File: config.mk
export PLATFORM = sky130hd
export DESIGN_NAME = branch_cond_unit
export DESIGN_NICKNAME = d
export VERILOG_FILES = /design/src/rtl/branch_cond_pkg.sv /design/src/rtl/bcu_reset_sync.sv /design/src/rtl/bcu_signmag_order.sv /design/src/rtl/bcu_flag_cond.sv /design/src/rtl/bcu_reg_cond.sv /design/src/rtl/branch_cond_unit.sv
export SDC_FILE = /design/constraint.sdc
export NUM_CORES = 1
export LEC_CHECK = 0
export BUFFER_PORTS_ARGS = -buffer_cell sky130_fd_sc_hd__buf_2
export CAP_MARGIN = 10
export CORE_ASPECT_RATIO = 0.75
export CORE_MARGIN = 4
export CORE_UTILIZATION = 42
export CTS_CLUSTER_DIAMETER = 200
export DETAILED_ROUTE_END_ITERATION = 7
export PLACE_DENSITY = 0.77
export SKIP_LAST_GASP = 1
export SYNTH_ARGS = -nofsm -noshare
export SYNTH_HDL_FRONTEND = slang
export SYNTH_HIERARCHICAL = 1
export SYNTH_SLANG_ARGS = --single-unit
File: constraint.sdc
create_clock -name clk -period 2.41 [get_ports clk]
set_input_delay 0.723 -clock clk [delete_from_list [all_inputs] [get_ports clk]]
set_output_delay 0.723 -clock clk [all_outputs]
set_load 0.05 [all_outputs]
File: src/rtl/branch_cond_pkg.sv
package branch_cond_pkg;
  localparam int CODE_W = 4;

  typedef enum logic [1:0] {
    CLS_NONE    = 2'd0,
    CLS_COMPARE = 2'd1,
    CLS_FLAGJMP = 2'd2,
    CLS_REGTEST = 2'd3
  } op_class_e;

  localparam logic [2:0] IND_LESS    = 3'b001;
  localparam logic [2:0] IND_EQUAL   = 3'b010;
  localparam logic [2:0] IND_GREATER = 3'b100;

  localparam logic [CODE_W-1:0] FJ_ALWAYS_SAVE = 4'd0;
  localparam logic [CODE_W-1:0] FJ_ALWAYS_KEEP = 4'd1;
  localparam logic [CODE_W-1:0] FJ_OVF_ON      = 4'd2;
endpackage

File: src/rtl/bcu_reset_sync.sv
module bcu_reset_sync #(
  parameter int STAGES = 2
) (
  input  logic clk,
  input  logic rst_n,
  output logic rst_sync_n
);
  logic [STAGES-1:0] chain_q;

  always_ff @(posedge clk or negedge rst_n) begin
    if (!rst_n) chain_q <= '0;
    else        chain_q <= {chain_q[STAGES-2:0], 1'b1};
  end

  assign rst_sync_n = chain_q[STAGES-1];
endmodule

File: src/rtl/bcu_signmag_order.sv
module bcu_signmag_order #(
  parameter int MAG_W = 30
) (
  input  logic             a_sign,
  input  logic [MAG_W-1:0] a_mag,
  input  logic             b_sign,
  input  logic [MAG_W-1:0] b_mag,
  output logic [2:0]       order
);
  import branch_cond_pkg::*;

  logic a_neg, b_neg;

  always_comb begin
    // a zero magnitude is never negative, so +0 and -0 coincide
    a_neg = a_sign && (a_mag != '0);
    b_neg = b_sign && (b_mag != '0);
    if (a_neg != b_neg)       order = a_neg ? IND_LESS : IND_GREATER;
    else if (a_mag == b_mag)  order = IND_EQUAL;
    else if (a_mag < b_mag)   order = a_neg ? IND_GREATER : IND_LESS;
    else                      order = a_neg ? IND_LESS : IND_GREATER;
  end
endmodule

File: src/rtl/bcu_flag_cond.sv
module bcu_flag_cond (
  input  logic [3:0] code,
  input  logic [2:0] ind,
  input  logic       ovf,
  output logic       met
);
  always_comb begin
    unique case (code)
      4'd0, 4'd1: met = 1'b1;
      4'd2:       met = ovf;
      4'd3:       met = !ovf;
      4'd4:       met = ind[0];
      4'd5:       met = ind[1];
      4'd6:       met = ind[2];
      4'd7:       met = !ind[0];
      4'd8:       met = !ind[1];
      4'd9:       met = !ind[2];
      default:    met = 1'b0;
    endcase
  end
endmodule

File: src/rtl/bcu_reg_cond.sv
module bcu_reg_cond #(
  parameter int MAG_W = 30
) (
  input  logic [3:0]       code,
  input  logic             sign,
  input  logic [MAG_W-1:0] mag,
  output logic             met
);
  logic is_zero, is_neg, is_pos;

  always_comb begin
    is_zero = (mag == '0);
    is_neg  = sign && !is_zero;
    is_pos  = !sign && !is_zero;
    unique case (code)
      4'd0:    met = is_neg;
      4'd1:    met = is_zero;
      4'd2:    met = is_pos;
      4'd3:    met = !is_neg;
      4'd4:    met = !is_zero;
      4'd5:    met = !is_pos;
      4'd6:    met = !mag[0];
      4'd7:    met = mag[0];
      default: met = 1'b0;
    endcase
  end
endmodule

File: src/rtl/branch_cond_unit.sv
module branch_cond_unit #(
  parameter int MAG_W = 30
) (
  input  logic             clk,
  input  logic             rst_n,
  input  logic             op_valid,
  input  logic [1:0]       op_class,
  input  logic [3:0]       fcode,
  input  logic             sign_in_field,
  input  logic             reg_sign,
  input  logic [MAG_W-1:0] reg_mag,
  input  logic             opd_sign,
  input  logic [MAG_W-1:0] opd_mag,
  input  logic             ovf_set,
  output logic             jump_taken,
  output logic             save_j,
  output logic [2:0]       cmp_ind,
  output logic             ovf_flag
);
  import branch_cond_pkg::*;

  logic       rst_sync_n;
  logic [2:0] order, ind_q, ind_d;
  logic       ovf_q, ovf_d;
  logic       ind_en, ovf_en;
  logic       flag_met, reg_met;
  logic       is_flag, is_reg;

  bcu_reset_sync #(.STAGES(2)) u_rst (
    .clk(clk), .rst_n(rst_n), .rst_sync_n(rst_sync_n)
  );

  bcu_signmag_order #(.MAG_W(MAG_W)) u_order (
    .a_sign(reg_sign && sign_in_field), .a_mag(reg_mag),
    .b_sign(opd_sign && sign_in_field), .b_mag(opd_mag),
    .order(order)
  );

  bcu_flag_cond u_flag (
    .code(fcode), .ind(ind_q), .ovf(ovf_q), .met(flag_met)
  );

  bcu_reg_cond #(.MAG_W(MAG_W)) u_reg (
    .code(fcode), .sign(reg_sign), .mag(reg_mag), .met(reg_met)
  );

  always_comb begin
    is_flag    = op_valid && (op_class == CLS_FLAGJMP);
    is_reg     = op_valid && (op_class == CLS_REGTEST);
    jump_taken = (is_flag && flag_met) || (is_reg && reg_met);
    save_j     = jump_taken && !(is_flag && (fcode == FJ_ALWAYS_KEEP));

    ind_en = op_valid && (op_class == CLS_COMPARE);
    ind_d  = order;

    ovf_en = ovf_set || (is_flag && (fcode == FJ_OVF_ON) && ovf_q);
    ovf_d  = ovf_set;
  end

  always_ff @(posedge clk or negedge rst_sync_n) begin
    if (!rst_sync_n) begin
      ind_q <= IND_EQUAL;
      ovf_q <= 1'b0;
    end else begin
      if (ind_en) ind_q <= ind_d;
      if (ovf_en) ovf_q <= ovf_d;
    end
  end

  assign cmp_ind  = ind_q;
  assign ovf_flag = ovf_q;
endmodule

==> parameters.txt, run 1 <==
Parameter                              Value

Status
  Status ... finished with violations
  Violated checks ... negative setup slack

Clock network
  CTS buffer count ... 3
  Number of buffers added to fix hold violations after cts ... 0
  CTS H-Tree Depth ... 1
  Clock latency on the worst-skew pair ... 220 ps
  TritonCTS clock tree ... built
  Buffer levels on the longest clock path ... 2
  Num Clock Sinks ... 6
  CTS root buf ... sky130_fd_sc_hd__clkbuf_8
  Clock transition at the registers of the reported paths ... 40 ps

Layout
  Synth-to-layout area growth ... 93.9%
  Most frequent standard cell in the layout excluding fill and tap cells ... sky130_fd_sc_hd__buf_2
  Post-layout nets ... 443
  Post-Layout Cell Count ... 390
  Util after Layout ... 0.883
  Commonest cells after routing, fill and taps aside ... 63 x sky130_fd_sc_hd__buf_2, 56 x sky130_fd_sc_hd__buf_4, 32 x sky130_fd_sc_hd__inv_1, 18 x sky130_fd_sc_hd__buf_6, 16 x sky130_fd_sc_hd__ha_4
  Share of cells above drive strength 1 ... 0.581

Placed design
  Post-DP HPWL ... 4.87 mm
  # placed instances ... 380
  Routability congestion estimate ... 0.911
  Number of buffer cells added on primary ports ... 78

Yosys
  Synthesized cell area ... 1570 µm²
  Async SR Flop Fraction ... 1.00
  Synthesized net count ... 298
  Count of yosys warnings during synthesis ... 6
  Predominant post-synthesis flop cell ... sky130_fd_sc_hd__dfrtp_1
  Synthesized flop and latch total ... 6
  Library cells used by synthesis ... 47
  Post-Syn Area per Cell ... 8.05 µm²
  Post-synth EDFFs ... 0
  Count of mapped cells out of synthesis ... 195
  Fraction of the yosys area taken by sequential cells ... 0.0964

Worst setup path
  Worst-path maximum fanout ... 3
  Startpoint of the lowest-slack register-to-register path ... cmp_ind[2]
  Crit Path Category ... primary input to output port
  Flop2flop setup slack ... 1610 ps
  Worst Reg-to-Reg Cells ... 1
  Critical path data required time ... 1690 ps
  Nature of the critical path startpoint ... primary input
  List of cells traversed by the critical path ... buf_2 > nor4_4 > nand4_1 > nor2_2 > mux2i_1 > o311ai_2 > mux2i_2 > a211oi_4 > buf_6
  Crit-path slowest cell ... sky130_fd_sc_hd__nor4_4
  Maximum single-stage delay on the critical path ... 320 ps
  Worst EP arrival ... 2550 ps
  Worst R2R End ... cmp_ind[2]
  Kind of end point of the critical path ... output port

Floorplanning
  Die ar. ... 4790 µm²
  Initial Util ... 0.456
  Die width ... 78.6 µm
  Core outline area ... 3450 µm²
  Std-Cell Rows ... 18
  I/O pin total ... 79
  Die Height ... 61.0 µm

Timing
  Clock skew ... 1.83 ps
  Worst path setup slack after routing ... -862 ps
  RSZ-0062 raised after global routing ... yes
  Total negative slack ... -1950 ps
  Worst Hold Slack ... 54.1 ps
  Min cycle time layout ... 3270 ps
  Final Cycle Share ... 1.36
  Setup-violating endpoint count in the final report ... 4
  Achievable frequency ... 306 MHz
  Final Hold Fails ... 0
  Number of pins exceeding their max-slew limit in the final report ... 0

Detailed routing
  First drt pass iteration count ... 5
  Wire length per cell ... 19.4 µm
  DR vias/cell ... 5.81
  DRC ... 0
  Antenna Nets Post-Route ... 0
  Total wire length ... 7.57 mm
  Starting DRT DRC Count ... 193
  Vias after detailed routing ... 2264

Power and ir drop
  Power density of the placed cells ... 277 nW/µm²
  Clock share of power ... 0.183
  Leak Pwr ... 1.43 nW
  Combinational group share of total power ... 0.670
  Peak VDD IR ... 462 µV
  Final Power ... 844 µW
  Switching pwr ... 343 µW
  Sequential group share of total power ... 0.148
  Internal portion of total power ... 502 µW
  Fraction of power spent switching nets ... 0.406

Global route
  Aggregate global-route resource usage ... 0.268
  Final global-route overflow total ... 0
  Number of antenna violations at the first check in global routing ... 1
  Number of global-route vias before repair ... 2043
  Global-route wire length before repair ... 9.87 mm
  Maximum number of pins on one net before global-route repair ... 12

Flow run
  Max-cap viol count ... 0

Hold path
  Worst min-delay path class ... flop to async pin
-- registers in the layout (all words and copies together) (netlist names) --
name           flops
u_rst/chain_q      2
cmp_ind            3
ovf_flag           1
-- metrics by stage --
step / setup slack (ps) / cell area, µm²
floorplan: -534 / 1620
global placement: -790 / 2500
detailed placement: -809 / 2500
CTS: -646 / 2860
global route: -868 / 3040
finish: -862 / 3040
-- power groups by stage --
stage          Clock, mW  Combinational, mW  Sequential, mW
2_1_floorplan          0              0.187           0.156
3_3_place_gp           0              0.423           0.125
3_5_place_dp           0              0.434           0.126
4_1_cts            0.159              0.491           0.125
5_1_grt            0.172              0.600           0.126
6_report           0.154              0.565           0.125
-- cells in the mapped netlist, drive strengths merged (2+ instances only) --
cell type | instances | share of area
nand3 | 2 | 0.0064
inv | 32 | 0.076
ha | 30 | 0.24
mux2i | 2 | 0.013
nor2 | 10 | 0.025
nand2b | 2 | 0.0080
nor3 | 2 | 0.0064
o21ai | 7 | 0.029
and2 | 3 | 0.013
nor3b | 2 | 0.0096
and3 | 2 | 0.011
nor4 | 24 | 0.11
a211o | 2 | 0.011
nor2b | 5 | 0.020
a21oi | 15 | 0.048
mux2 | 6 | 0.050
dfrtp | 5 | 0.080
nand4 | 14 | 0.075
nand2 | 11 | 0.026
-- cell families after synthesis --
kind of cell,Yosys count,share of synthesized area
AOI/OAI and AO/OA,38,0.185
DFF,6,0.0964
xor gates and xnor gates,2,0.0112
muxes,8,0.0629
other,1,0.00239
adders and majority gates,30,0.239
and+or+nand+nor,78,0.327
buffers and inverters,32,0.0765
-- worst max-delay path by stage --
stage                      from     end  slack [ps]  depth (start not counted)
floorplan           reg_mag[14]  save_j        -530                          7
global placement    reg_mag[25]  save_j        -790                          9
detailed placement  reg_mag[25]  save_j        -810                          9
CTS                  reg_mag[1]  save_j        -650                          9
global route         reg_mag[4]  save_j        -870                          9
finish              reg_mag[16]  save_j        -860                          9
-- critical path, delay by kind of cell --
family	cells	cell delay (ps)
AND/OR/NAND/NOR	3	680
buffers and inverters	2	310
multiplexers	2	320
AO/OA/AOI/OAI	2	500
-- layout make-up --
type,instances,area [µm²]
fill,165,402
multi-input combinational,157,1680
inverter,32,120
sequential,6,151
timing repair buffer,140,983
tap,50,62.6
clock buffer,4,45.0
antenna,1,2.50
-- metal layers --
metal	wire, µm	GRT usage	vias up	part of all wire
met5	0	0	-	0
met4	401	0.0823	0	0.053
met3	671	0.0356	40	0.089
met2	3590	0.486	160	0.47
met1	2910	0.337	1028	0.38
li1	-	-	1036	-
-- timing repair --
item                                    in CTS  in global routing
endpoints found under the setup margin       3                  5
gates resized for setup                     43                 25
pin swaps                                   14                 15
setup buffers                                3                  2
gates cloned                                 0                  0
Power figures use the tool's default switching activity.
==> run 2, diff against run 1 <==
--- a/config.mk
+++ b/config.mk
@@ -11,6 +11,7 @@
 export CORE_MARGIN = 4
-export CORE_UTILIZATION = 42
+export CORE_UTILIZATION = 43
+export CTS_BUF_LIST = sky130_fd_sc_hd__clkbuf_8
 export CTS_CLUSTER_DIAMETER = 200
 export DETAILED_ROUTE_END_ITERATION = 7
-export PLACE_DENSITY = 0.77
+export PLACE_DENSITY = 0.79
 export SKIP_LAST_GASP = 1
--- a/constraint.sdc
+++ b/constraint.sdc
@@ -3,2 +3,2 @@
 set_output_delay 0.723 -clock clk [all_outputs]
-set_load 0.05 [all_outputs]
+set_load 0.01 [all_outputs]
==> run 2 against run 1 <==
Effect of this change:
- the flow still finishes with violations (negative setup slack)
- global-route usage is 2.1 points lower
- power is 8.1% lower
- wire length fell by 2.7%
- core utilization down 2.0 points
- hold slack lost 4.4 ps
- setup slack improved by 140 ps
- critical path depth unchanged
- final cell count down 2.6%
- sequential share of layout area increased by 0.18 points
- final area fell by 3.5%
- sequential cell count stayed put
==> parameters.txt, run 2 (synthesized netlist as in run 1, its figures left out) <==
Parameter                              Value

Placed design
  Post-DP HPWL ... 4.78 mm (-1.7%)
  Standard cell area after detailed placement ... 2380 µm² (-4.7%)
  Number of buffer cells added on primary ports ... 78 (unchanged)
  # placed instances ... 367 (-3.4%)
  Routability congestion estimate ... 0.842 (-7.5%)

Detailed routing
  Wire length per cell ... 19.4 µm (-0.16%)
  DR vias/cell ... 6.00 (+3.3%)
  Met3 wire length ... 618 µm (-7.9%)
  Total wire length ... 7.37 mm (-2.7%)
  Starting DRT DRC Count ... 177 (-8.3%)
  Uppermost routed layer ... met4
  Antenna Nets Post-Route ... 0 (unchanged)
  Vias after detailed routing ... 2279 (+0.66%)
  Met1 routed wirelength after detailed routing ... 2.95 mm (+1.6%)
  DRC ... 0 (unchanged)
  Met2 wire length ... 3.42 mm (-4.7%)
  First drt pass iteration count ... 5 (unchanged)

Layout
  Most frequent standard cell in the layout excluding fill and tap cells ... sky130_fd_sc_hd__buf_2
  Post-layout nets ... 434 (-2.0%)
  Synth-to-layout area growth ... 87.0%
  Number of flip-flops in the largest register ... 3 (unchanged)
  Ant diodes ... 0 (-1)
  Share of cells above drive strength 1 ... 0.561 (-0.0205)
  Post-Layout Cell Count ... 380 (-2.6%)
  Cell area after layout ... 2940 µm² (-3.5%)
  Commonest cells after routing, fill and taps aside ... 64 x sky130_fd_sc_hd__buf_2, 38 x sky130_fd_sc_hd__buf_4, 33 x sky130_fd_sc_hd__inv_1, 27 x sky130_fd_sc_hd__buf_6, 18 x sky130_fd_sc_hd__ha_4
  Util after Layout ... 0.864 (-0.0199)

Worst setup path
  Crit-path slowest cell ... sky130_fd_sc_hd__nor4_2
  Nature of the critical path startpoint ... primary input
  Kind of end point of the critical path ... output port
  Worst-path maximum fanout ... 3 (unchanged)
  List of cells traversed by the critical path ... buf_2 > nor4_2 > nand4_1 > nor2_2 > mux2i_1 > o311ai_2 > mux2i_1 > a211oi_2 > buf_2
  Worst EP arrival ... 2410 ps (-140 ps)
  Crit Path Category ... primary input to output port
  Critical path data required time ... 1690 ps (about the same)
  Maximum single-stage delay on the critical path ... 320 ps (about the same)

Flow run
  Max-cap viol count ... 0 (unchanged)

Global route
  Final global-route overflow total ... 0 (unchanged)
  Number of global-route vias before repair ... 2121 (+3.8%)
  Aggregate global-route resource usage ... 0.247 (-0.0212)
  Maximum number of pins on one net before global-route repair ... 13 (+1)
  Global-route wire length before repair ... 9.34 mm (-5.4%)
  Number of antenna violations at the first check in global routing ... 0 (-1)

Clock network
  TritonCTS clock tree ... built
  Num Clock Sinks ... 6 (unchanged)
  Clock latency on the worst-skew pair ... 220 ps (about the same)
  Number of buffers added to fix hold violations after cts ... 0 (unchanged)
  CTS root buf ... sky130_fd_sc_hd__clkbuf_8
  Buffer levels on the longest clock path ... 2 (unchanged)
  Clock transition at the registers of the reported paths ... 40 ps (about the same)
  CTS H-Tree Depth ... 1 (unchanged)
  CTS buffer count ... 3 (unchanged)

Floorplanning
  Std-Cell Rows ... 18 (unchanged)
  Die width ... 77.8 µm (-1.0%)
  Die ar. ... 4690 µm² (-2.1%)
  Initial Util ... 0.462 (+0.00604)
  Die Height ... 60.3 µm (-1.0%)
  I/O pin total ... 79 (unchanged)
  Core outline area ... 3400 µm² (-1.3%)

Timing
  Setup-violating endpoint count in the final report ... 4 (unchanged)
  Clock skew ... 3.24 ps (+1.41 ps)
  Number of pins exceeding their max-slew limit in the final report ... 0 (unchanged)
  Worst Hold Slack ... 49.8 ps (-4.39 ps)
  Total negative slack ... -1690 ps (+267 ps)
  Final Hold Fails ... 0 (unchanged)
  Min cycle time layout ... 3130 ps (-142 ps)
  RSZ-0062 raised after global routing ... yes
  Final Cycle Share ... 1.30 (-0.0590)
  Worst path setup slack after routing ... -720 ps (+142 ps)
  Achievable frequency ... 319 MHz (+4.5%)

Status
  Violated checks ... negative setup slack
  Status ... finished with violations

Power and ir drop
  Peak VDD IR ... 428 µV (-7.4%)
  Leak Pwr ... 1.40 nW (-2.6%)
  Power density of the placed cells ... 264 nW/µm² (-4.8%)

Hold path
  Worst min-delay path class ... flop to async pin
==> run 2: path summary, 6_finish.rpt <==
kind	start	end	slack [ps]	cells after the start
hold reg to reg	u_rst/chain_q[1]	cmp_ind[0]	50	0
setup reg to reg	cmp_ind[0]	cmp_ind[0]	1620	1
max in group asynchronous	rst_n	u_rst/chain_q[0]	2030	1
hold / removal	u_rst/chain_q[1]	cmp_ind[0]	50	0
setup / recovery	reg_mag[3]	save_j	-720	9
min in group clk	u_rst/chain_q[0]	u_rst/chain_q[1]	350	0
==> run 2: metrics by stage <==
stage | setup slack [ps] | power (mW)
5_1_grt | -780 | 0.829
2_1_floorplan | -219 | 0.303
3_5_place_dp | -643 | 0.504
6_report | -720 | 0.776
3_3_place_gp | -592 | 0.491
4_1_cts | -560 | 0.689
==> run 2: what timing repair did <==
item | in CTS | in global routing
cloned | 0 | 0
pin swaps | 13 | 26
setup endpoints to repair | 4 | 4
setup buffers | 3 | 6
gates resized for setup | 19 | 51
==> run 2: metal layers <==
metal  up-vias  GRT usage
met3        36     0.0297
met4         0     0.0711
met2       179      0.461
li1       1014          -
met1      1050      0.305
met5         -          0
==> run 2: report_power, final <==
part	total [mW]	switching [mW]	internal (mW)	leakage, nW
registers	0.124	0.0115	0.113	0.0652
logic	0.504	0.241	0.263	1.31
clock network	0.148	0.0388	0.109	0.0269
==> run 2: worst max-delay path, delay by kind of cell <==
family / cells / cell delay [ps]
multiplexers: 2 / 260
AND/OR/NAND/NOR: 3 / 720
AO/OA/AOI/OAI: 2 / 410
buffers and inverters: 2 / 290
==> run 2: area by class of cell <==
class                      instances  area [µm²]
tap                               50        62.6
sequential                         6         151
timing repair buffer             131         940
clock inverter                     1        3.75
clock buffer                       3        41.3
inverter                          32         120
fill                             174         464
multi-input combinational        157        1620
